$ cat src/rtl/creg_pkg.sv
package creg_pkg;

  typedef enum logic [1:0] {
    RESP_OKAY   = 2'b00,
    RESP_EXOKAY = 2'b01,
    RESP_SLVERR = 2'b10,
    RESP_DECERR = 2'b11
  } resp_e;

endpackage

$ cat src/rtl/creg_decode.sv
module creg_decode
  import creg_pkg::*;
#(
  parameter int ADDR_W   = 8,
  parameter int NUM_REGS = 8,
  localparam int IDX_W   = (NUM_REGS > 1) ? $clog2(NUM_REGS) : 1
) (
  input  logic [ADDR_W-1:0] addr,
  output logic [IDX_W-1:0]  idx,
  output resp_e             resp
);
  localparam int WORD_W = ADDR_W - 2;

  logic [WORD_W-1:0] word;
  assign word = addr[ADDR_W-1:2];
  assign idx  = word[IDX_W-1:0];

  // out-of-window wins over misalignment
  always_comb begin
    if (word >= WORD_W'(NUM_REGS))   resp = RESP_DECERR;
    else if (addr[1:0] != 2'b00)     resp = RESP_SLVERR;
    else                             resp = RESP_OKAY;
  end
endmodule

$ cat src/rtl/creg_bank.sv
module creg_bank #(
  parameter int DATA_W   = 32,
  parameter int NUM_REGS = 8,
  localparam int STRB_W  = DATA_W / 8,
  localparam int IDX_W   = (NUM_REGS > 1) ? $clog2(NUM_REGS) : 1
) (
  input  logic              clk,
  input  logic              rst_n,
  input  logic              wr_en,
  input  logic [IDX_W-1:0]  wr_idx,
  input  logic [DATA_W-1:0] wr_data,
  input  logic [STRB_W-1:0] wr_strb,
  input  logic [IDX_W-1:0]  rd_idx,
  output logic [DATA_W-1:0] rd_data
);
  logic [DATA_W-1:0] row [NUM_REGS];

  for (genvar r = 0; r < NUM_REGS; r++) begin : g_reg
    logic [DATA_W-1:0] q;
    always_ff @(posedge clk) begin
      if (!rst_n) begin
        q <= '0;
      end else if (wr_en && wr_idx == IDX_W'(r)) begin
        for (int b = 0; b < STRB_W; b++) begin
          if (wr_strb[b]) q[8*b +: 8] <= wr_data[8*b +: 8];
        end
      end
    end
    assign row[r] = q;
  end

  assign rd_data = row[rd_idx];
endmodule

$ cat src/rtl/creg_wr_ctrl.sv
module creg_wr_ctrl
  import creg_pkg::*;
#(
  parameter int ADDR_W  = 8,
  parameter int DATA_W  = 32,
  localparam int STRB_W = DATA_W / 8
) (
  input  logic              clk,
  input  logic              rst_n,
  input  logic              awvalid,
  output logic              awready,
  input  logic [ADDR_W-1:0] awaddr,
  input  logic              wvalid,
  output logic              wready,
  input  logic [DATA_W-1:0] wdata,
  input  logic [STRB_W-1:0] wstrb,
  output logic              bvalid,
  input  logic              bready,
  output resp_e             bresp,
  output logic              aw_fire,
  output logic              w_fire,
  output logic              commit,
  output logic [ADDR_W-1:0] cm_addr,
  output logic [DATA_W-1:0] cm_data,
  output logic [STRB_W-1:0] cm_strb,
  input  resp_e             cm_resp
);
  logic              aw_held, w_held;
  logic [ADDR_W-1:0] addr_q;
  logic [DATA_W-1:0] data_q;
  logic [STRB_W-1:0] strb_q;

  assign awready = !aw_held && !bvalid;
  assign wready  = !w_held && !bvalid;
  assign aw_fire = awvalid && awready;
  assign w_fire  = wvalid && wready;
  assign commit  = (aw_held || aw_fire) && (w_held || w_fire) && !bvalid;

  assign cm_addr = aw_held ? addr_q : awaddr;
  assign cm_data = w_held ? data_q : wdata;
  assign cm_strb = w_held ? strb_q : wstrb;

  always_ff @(posedge clk) begin
    if (!rst_n) begin
      aw_held <= 1'b0;
      w_held  <= 1'b0;
      addr_q  <= '0;
      data_q  <= '0;
      strb_q  <= '0;
      bvalid  <= 1'b0;
      bresp   <= RESP_OKAY;
    end else begin
      if (commit) begin
        aw_held <= 1'b0;
      end else if (aw_fire) begin
        aw_held <= 1'b1;
        addr_q  <= awaddr;
      end
      if (commit) begin
        w_held <= 1'b0;
      end else if (w_fire) begin
        w_held <= 1'b1;
        data_q <= wdata;
        strb_q <= wstrb;
      end
      if (commit) begin
        bvalid <= 1'b1;
        bresp  <= cm_resp;
      end else if (bready) begin
        bvalid <= 1'b0;
      end
    end
  end
endmodule

$ cat src/rtl/creg_rd_ctrl.sv
module creg_rd_ctrl
  import creg_pkg::*;
#(
  parameter int DATA_W = 32
) (
  input  logic              clk,
  input  logic              rst_n,
  input  logic              arvalid,
  output logic              arready,
  output logic              rvalid,
  input  logic              rready,
  output logic [DATA_W-1:0] rdata,
  output resp_e             rresp,
  output logic              ar_fire,
  input  resp_e             ar_resp,
  input  logic [DATA_W-1:0] rd_word
);
  assign arready = !rvalid;
  assign ar_fire = arvalid && arready;

  always_ff @(posedge clk) begin
    if (!rst_n) begin
      rvalid <= 1'b0;
      rdata  <= '0;
      rresp  <= RESP_OKAY;
    end else if (ar_fire) begin
      rvalid <= 1'b1;
      rresp  <= ar_resp;
      rdata  <= (ar_resp == RESP_OKAY) ? rd_word : '0;
    end else if (rready) begin
      rvalid <= 1'b0;
    end
  end
endmodule

$ cat src/rtl/ctrl_reg_lite.sv
module ctrl_reg_lite
  import creg_pkg::*;
#(
  parameter int ADDR_W   = 8,
  parameter int DATA_W   = 32,
  parameter int NUM_REGS = 8,
  localparam int STRB_W  = DATA_W / 8,
  localparam int IDX_W   = (NUM_REGS > 1) ? $clog2(NUM_REGS) : 1
) (
  input  logic              clk,
  input  logic              rst_n,
  input  logic              awvalid,
  output logic              awready,
  input  logic [ADDR_W-1:0] awaddr,
  input  logic              wvalid,
  output logic              wready,
  input  logic [DATA_W-1:0] wdata,
  input  logic [STRB_W-1:0] wstrb,
  output logic              bvalid,
  input  logic              bready,
  output logic [1:0]        bresp,
  input  logic              arvalid,
  output logic              arready,
  input  logic [ADDR_W-1:0] araddr,
  output logic              rvalid,
  input  logic              rready,
  output logic [DATA_W-1:0] rdata,
  output logic [1:0]        rresp
);
  // named events for the checker
  logic              aw_hs, w_hs, ar_hs, wr_commit, wr_apply;
  logic [ADDR_W-1:0] cm_addr;
  logic [DATA_W-1:0] cm_data, rd_word;
  logic [STRB_W-1:0] cm_strb;
  logic [IDX_W-1:0]  wr_idx, rd_idx;
  resp_e             wr_resp, rd_resp, bresp_e, rresp_e;

  creg_decode #(.ADDR_W(ADDR_W), .NUM_REGS(NUM_REGS)) u_wdec (
    .addr(cm_addr), .idx(wr_idx), .resp(wr_resp)
  );

  creg_decode #(.ADDR_W(ADDR_W), .NUM_REGS(NUM_REGS)) u_rdec (
    .addr(araddr), .idx(rd_idx), .resp(rd_resp)
  );

  creg_wr_ctrl #(.ADDR_W(ADDR_W), .DATA_W(DATA_W)) u_wr (
    .clk(clk), .rst_n(rst_n),
    .awvalid(awvalid), .awready(awready), .awaddr(awaddr),
    .wvalid(wvalid), .wready(wready), .wdata(wdata), .wstrb(wstrb),
    .bvalid(bvalid), .bready(bready), .bresp(bresp_e),
    .aw_fire(aw_hs), .w_fire(w_hs), .commit(wr_commit),
    .cm_addr(cm_addr), .cm_data(cm_data), .cm_strb(cm_strb),
    .cm_resp(wr_resp)
  );

  assign wr_apply = wr_commit && (wr_resp == RESP_OKAY);

  creg_bank #(.DATA_W(DATA_W), .NUM_REGS(NUM_REGS)) u_bank (
    .clk(clk), .rst_n(rst_n),
    .wr_en(wr_apply), .wr_idx(wr_idx), .wr_data(cm_data), .wr_strb(cm_strb),
    .rd_idx(rd_idx), .rd_data(rd_word)
  );

  creg_rd_ctrl #(.DATA_W(DATA_W)) u_rd (
    .clk(clk), .rst_n(rst_n),
    .arvalid(arvalid), .arready(arready),
    .rvalid(rvalid), .rready(rready), .rdata(rdata), .rresp(rresp_e),
    .ar_fire(ar_hs), .ar_resp(rd_resp), .rd_word(rd_word)
  );

  assign bresp = bresp_e;
  assign rresp = rresp_e;
endmodule

$ cat config.mk
export PLATFORM = sky130hd
export DESIGN_NAME = ctrl_reg_lite
export DESIGN_NICKNAME = d
export VERILOG_FILES = /design/src/rtl/creg_pkg.sv /design/src/rtl/creg_decode.sv /design/src/rtl/creg_bank.sv /design/src/rtl/creg_wr_ctrl.sv /design/src/rtl/creg_rd_ctrl.sv /design/src/rtl/ctrl_reg_lite.sv
export SDC_FILE = /design/constraint.sdc
export NUM_CORES = 1
export LEC_CHECK = 0
export BUFFER_PORTS_ARGS = -buffer_cell sky130_fd_sc_hd__buf_2
export CORE_MARGIN = 2
export CORE_UTILIZATION = 55
export DETAILED_ROUTE_END_ITERATION = 16
export GPL_ROUTABILITY_DRIVEN = 0
export GPL_TIMING_DRIVEN = 0
export PLACE_DENSITY = 0.83
export SYNTH_ARGS = -nofsm -noshare
export SYNTH_HDL_FRONTEND = slang
export SYNTH_SLANG_ARGS = --single-unit
export TNS_END_PERCENT = 100
$ cat constraint.sdc
create_clock -name clk -period 2.3 [get_ports clk]
set_clock_uncertainty 0.15 [all_clocks]
set_input_delay 0.23 -clock clk [delete_from_list [all_inputs] [get_ports clk]]
set_output_delay 0.23 -clock clk [all_outputs]
set_load 0.1 [all_outputs]
==> key figures <==
Synthesis
  • Main combinational cell family by area after synthesis: multiplexers
  • Yosys warns: 0
  • Post-synthesis xor/xnor area fraction: 0%
  • Synth top cells by count: nand2_1 (397), dfxtp_1 (340), mux2i_1 (301), mux4_2 (64), clkbuf_1 (62)
  • #FFs+latches synth: 340
  • Synth Net Count: 1449
  • Sequential share of the synthesized area: 45.3%
  • Adder-Cell Fraction of Synth Area: 0%
  • Post-synthesis compound-gate area fraction: 4.85%
  • Syn Area/Cell: 10.8 um2
  • Post-synth EDFFs: 0
  • Cell Area, Synth: 0.0150 mm2
  • Simple-Gate Fraction of Synth Area: 14.6%
  • Syn Inst Count: 1390
  • Most frequent cell after synthesis: nand2_1
  • Area contributors post-synth: dfxtp_1 (45%), mux2i_1 (20%), nand2_1 (9.9%)
  • Post-synthesis mux area share: 32.1%
  • Ys async rst share: 0%
  • Distinct cell type count after synthesis: 37
  • Yosys top cell area share: 45.3%
  • Area leader, netlist: dfxtp_1
  • Ys flop type: dfxtp_1

GRT
  • M3 GR Usage: 6.48%
  • Pin count of the biggest net entering global routing: 14
  • Initial antenna violation count: 1
  • Number of global-route vias before repair: 12200
  • GRT Resource Usage Total: 30.5%
  • First-pass GRT wire length: 67500 um
  • Met1 Usage GRT: 36.8%
  • Grt ovf: 0
  • GR peak layer: met2
  • Met2 Track Usage GR: 52.5%

Status
  • Failing checks: negative hold slack, negative setup slack
  • Status: complete, but fails checks

Placed design
  • DP HPWL: 27700 um
  • Post-DP Area: 0.0159 mm2
  • Pre-CTS setup slack: -0.688 ns
  • Port Buf Inserts: 95

Hold path
  • Hold path start: awaddr[5]
  • Hold crit path type: primary input to flip-flop

Detailed routing
  • Vias/cell: 5.97
  • Initial DRC Count: 1005
  • Via count: 11800
  • Routed WL per cell: 22.4 um
  • DR DRC count: 0
  • Post-route ant nets: 0
  • Total routed wirelength: 44400 um
  • Initial DRT Pass Iterations: 5

Clocking
  • Clock latency on the worst-skew pair: 0.53 ns
  • CTS clk-pin slew, worst paths: 0.06 ns
  • Total CTS buffers: 36
  • CTS tree: yes
  • Root Driver: clkbuf_16
  • Sink Count: 340
  • H-tree level count: 2
  • CTS max path bufs: 3

STA
  • Period utilization: 105%
  • WHS: -0.0314 ns
  • Slew Viols, Final: 0
  • Unrepaired setup endpoints after global routing: yes
  • Min Tclk post-route: 2.41 ns
  • Final setup vio count: 137
  • Fmax achieved: 414 MHz
  • Worst Tran Pin Value: 1.06 ns
  • Worst relative slew slack: 29.1%
  • Worst setup margin: -0.113 ns
  • Hold Vio Cnt, Final: 1

Setup path
  • CP max FO: 8
  • CP Launch Type: flip-flop
  • Reg-to-reg critical path startpoint: u_wr.aw_held
  • Beginning of the critical path: u_wr.aw_held
  • WS Path Type: flip-flop to flip-flop
  • Worst path arrival time: 2.70 ns
  • Crit path capture type: flip-flop
  • CP Data Required Time: 2.59 ns

Final layout
  • Diodes inserted: 0
  • Share of cells above drive strength 1: 22.2%
  • Nets@finish: 1670
  • Synth-to-Final Area Change: 20.7%
  • Post-layout instance area: 0.0181 mm2

Pwr
  • Maximum vdd drop: 0.000533 V
  • Leakage: 7.90 nW
  • Power Density: 718 mW/mm2

Die
  • Rows: 60
  • Die Span X: 169 um
  • Core area: 0.0269 mm2
  • Starting Density: 55.9%
  • Chip Height: 169 um
  • Total die area: 0.0287 mm2
  • IO Pins: 100

Flow run
  • Max-cap viol count: 0
==> registers in the layout (all words and copies together), names as in the netlist <==
register,cells
u_rd.rvalid,1
u_wr.w_held,1
u_wr.strb_q,4
u_wr.data_q,32
u_wr.aw_held,1
u_wr.bvalid,1
u_wr.addr_q,8
u_rd.rdata,32
u_wr.bresp,2
u_rd.rresp,2
u_bank.g.q,256
==> where the power goes <==
group / internal [mW] / leakage [nW] / switching, mW / total [mW]
registers: 5.95 / 2.74 / 0.0450 / 5.99
clock network: 3.24 / 0.560 / 2.40 / 5.64
logic: 0.485 / 4.59 / 0.903 / 1.39
==> final timing paths <==
path / endpoint / slack (ns) / cells after the start
setup / recovery: u_bank.g_reg[0].q[22] / -0.11 / 8
hold / removal: u_wr.addr_q[5] / -0.03 / 3
setup reg to reg: u_bank.g_reg[0].q[22] / -0.11 / 8
hold reg to reg: u_rd.rdata[28] / 0.30 / 2
==> area by class of cell <==
cell class	instances	area, um2
well taps	341	427
plain buffers	89	509
inverters	4	15.0
multi-input cells	955	7810
flip-flops and latches	340	6810
clock inverters	8	47.5
repair buffers	185	1430
fillers	1906	8740
clock buffers	57	1080
==> per-stage QoR <==
| step | hold slack [ns] | std cells | total power, mW | setup TNS, ns | utilization (%) |
|---|---|---|---|---|---|
| after floorplan | 0.218 | 1390 | 6.89 | -0.427 | - |
| after global placement | 0.278 | 1826 | 7.22 | -101.39 | 59.3 |
| after detailed placement | 0.289 | 1826 | 7.25 | -121.20 | 59.3 |
| after CTS | 0.0646 | 1975 | 12.9 | -1.36 | 66.9 |
| after global routing | -0.00679 | 1979 | 13.3 | -6.35 | 67.5 |
| final | -0.0314 | 1979 | 13.0 | -3.44 | 67.5 |
==> what timing repair did <==
| action | in CTS | in global routing |
|---|---|---|
| endpoints found under the hold margin | 50 | 0 |
| pin swaps | 17 | 17 |
| buffers inserted | 29 | 9 |
| gates cloned | 3 | 1 |
| endpoints found under the setup margin | 302 | 291 |
| gates resized for setup | 28 | 34 |
| hold buffers | 53 | 0 |
==> per-layer routing <==
metal	vias to the layer above	wire, um
met3	132	4230
met1	5746	16800
met4	0	1840
met2	651	21600
li1	5278	-
met5	-	0
==> placed cells by master (no fill, tap or decap), types with 8 or more instances in the layout <==
| cell | Yosys | routed |
|---|---|---|
| nand3_4 | 22 | 24 |
| nor2b_1 | 9 | 9 |
| clkbuf_8 | 0 | 8 |
| clkbuf_2 | 0 | 13 |
| nor2_1 | 10 | 10 |
| dlygate4sd3_1 | 0 | 52 |
| mux2_2 | 33 | 33 |
| mux4_2 | 64 | 64 |
| buf_2 | 6 | 97 |
| a21boi_0 | 37 | 37 |
| a211oi_4 | 8 | 8 |
| dfxtp_1 | 340 | 339 |
| buf_4 | 1 | 28 |
| clkbuf_16 | 0 | 38 |
| buf_6 | 10 | 11 |
| clkbuf_1 | 62 | 61 |
| mux2i_1 | 301 | 296 |
| nand2_1 | 397 | 397 |
| o21ai_0 | 35 | 35 |
| buf_12 | 2 | 12 |
==> worst max-delay path: stages, from the launching register on <==
cell	delay, ns
dfxtp_4	0.40
or3b_4	0.40
a2111oi_4	0.32
buf_4	0.23
buf_12	0.15
buf_6	0.10
and3b_2	0.22
buf_8	0.16
mux2i_1	0.20
==> cell families (layout without fill, tap and decap cells) <==
kind of cell           after synthesis  after routing
muxes                              398            398
buffers and inverters               95            343
DFF                                340            340
and+or+nand+nor                    466            466
AOI/OAI and AO/OA                   91             91
(Power assumes the default switching activity.)
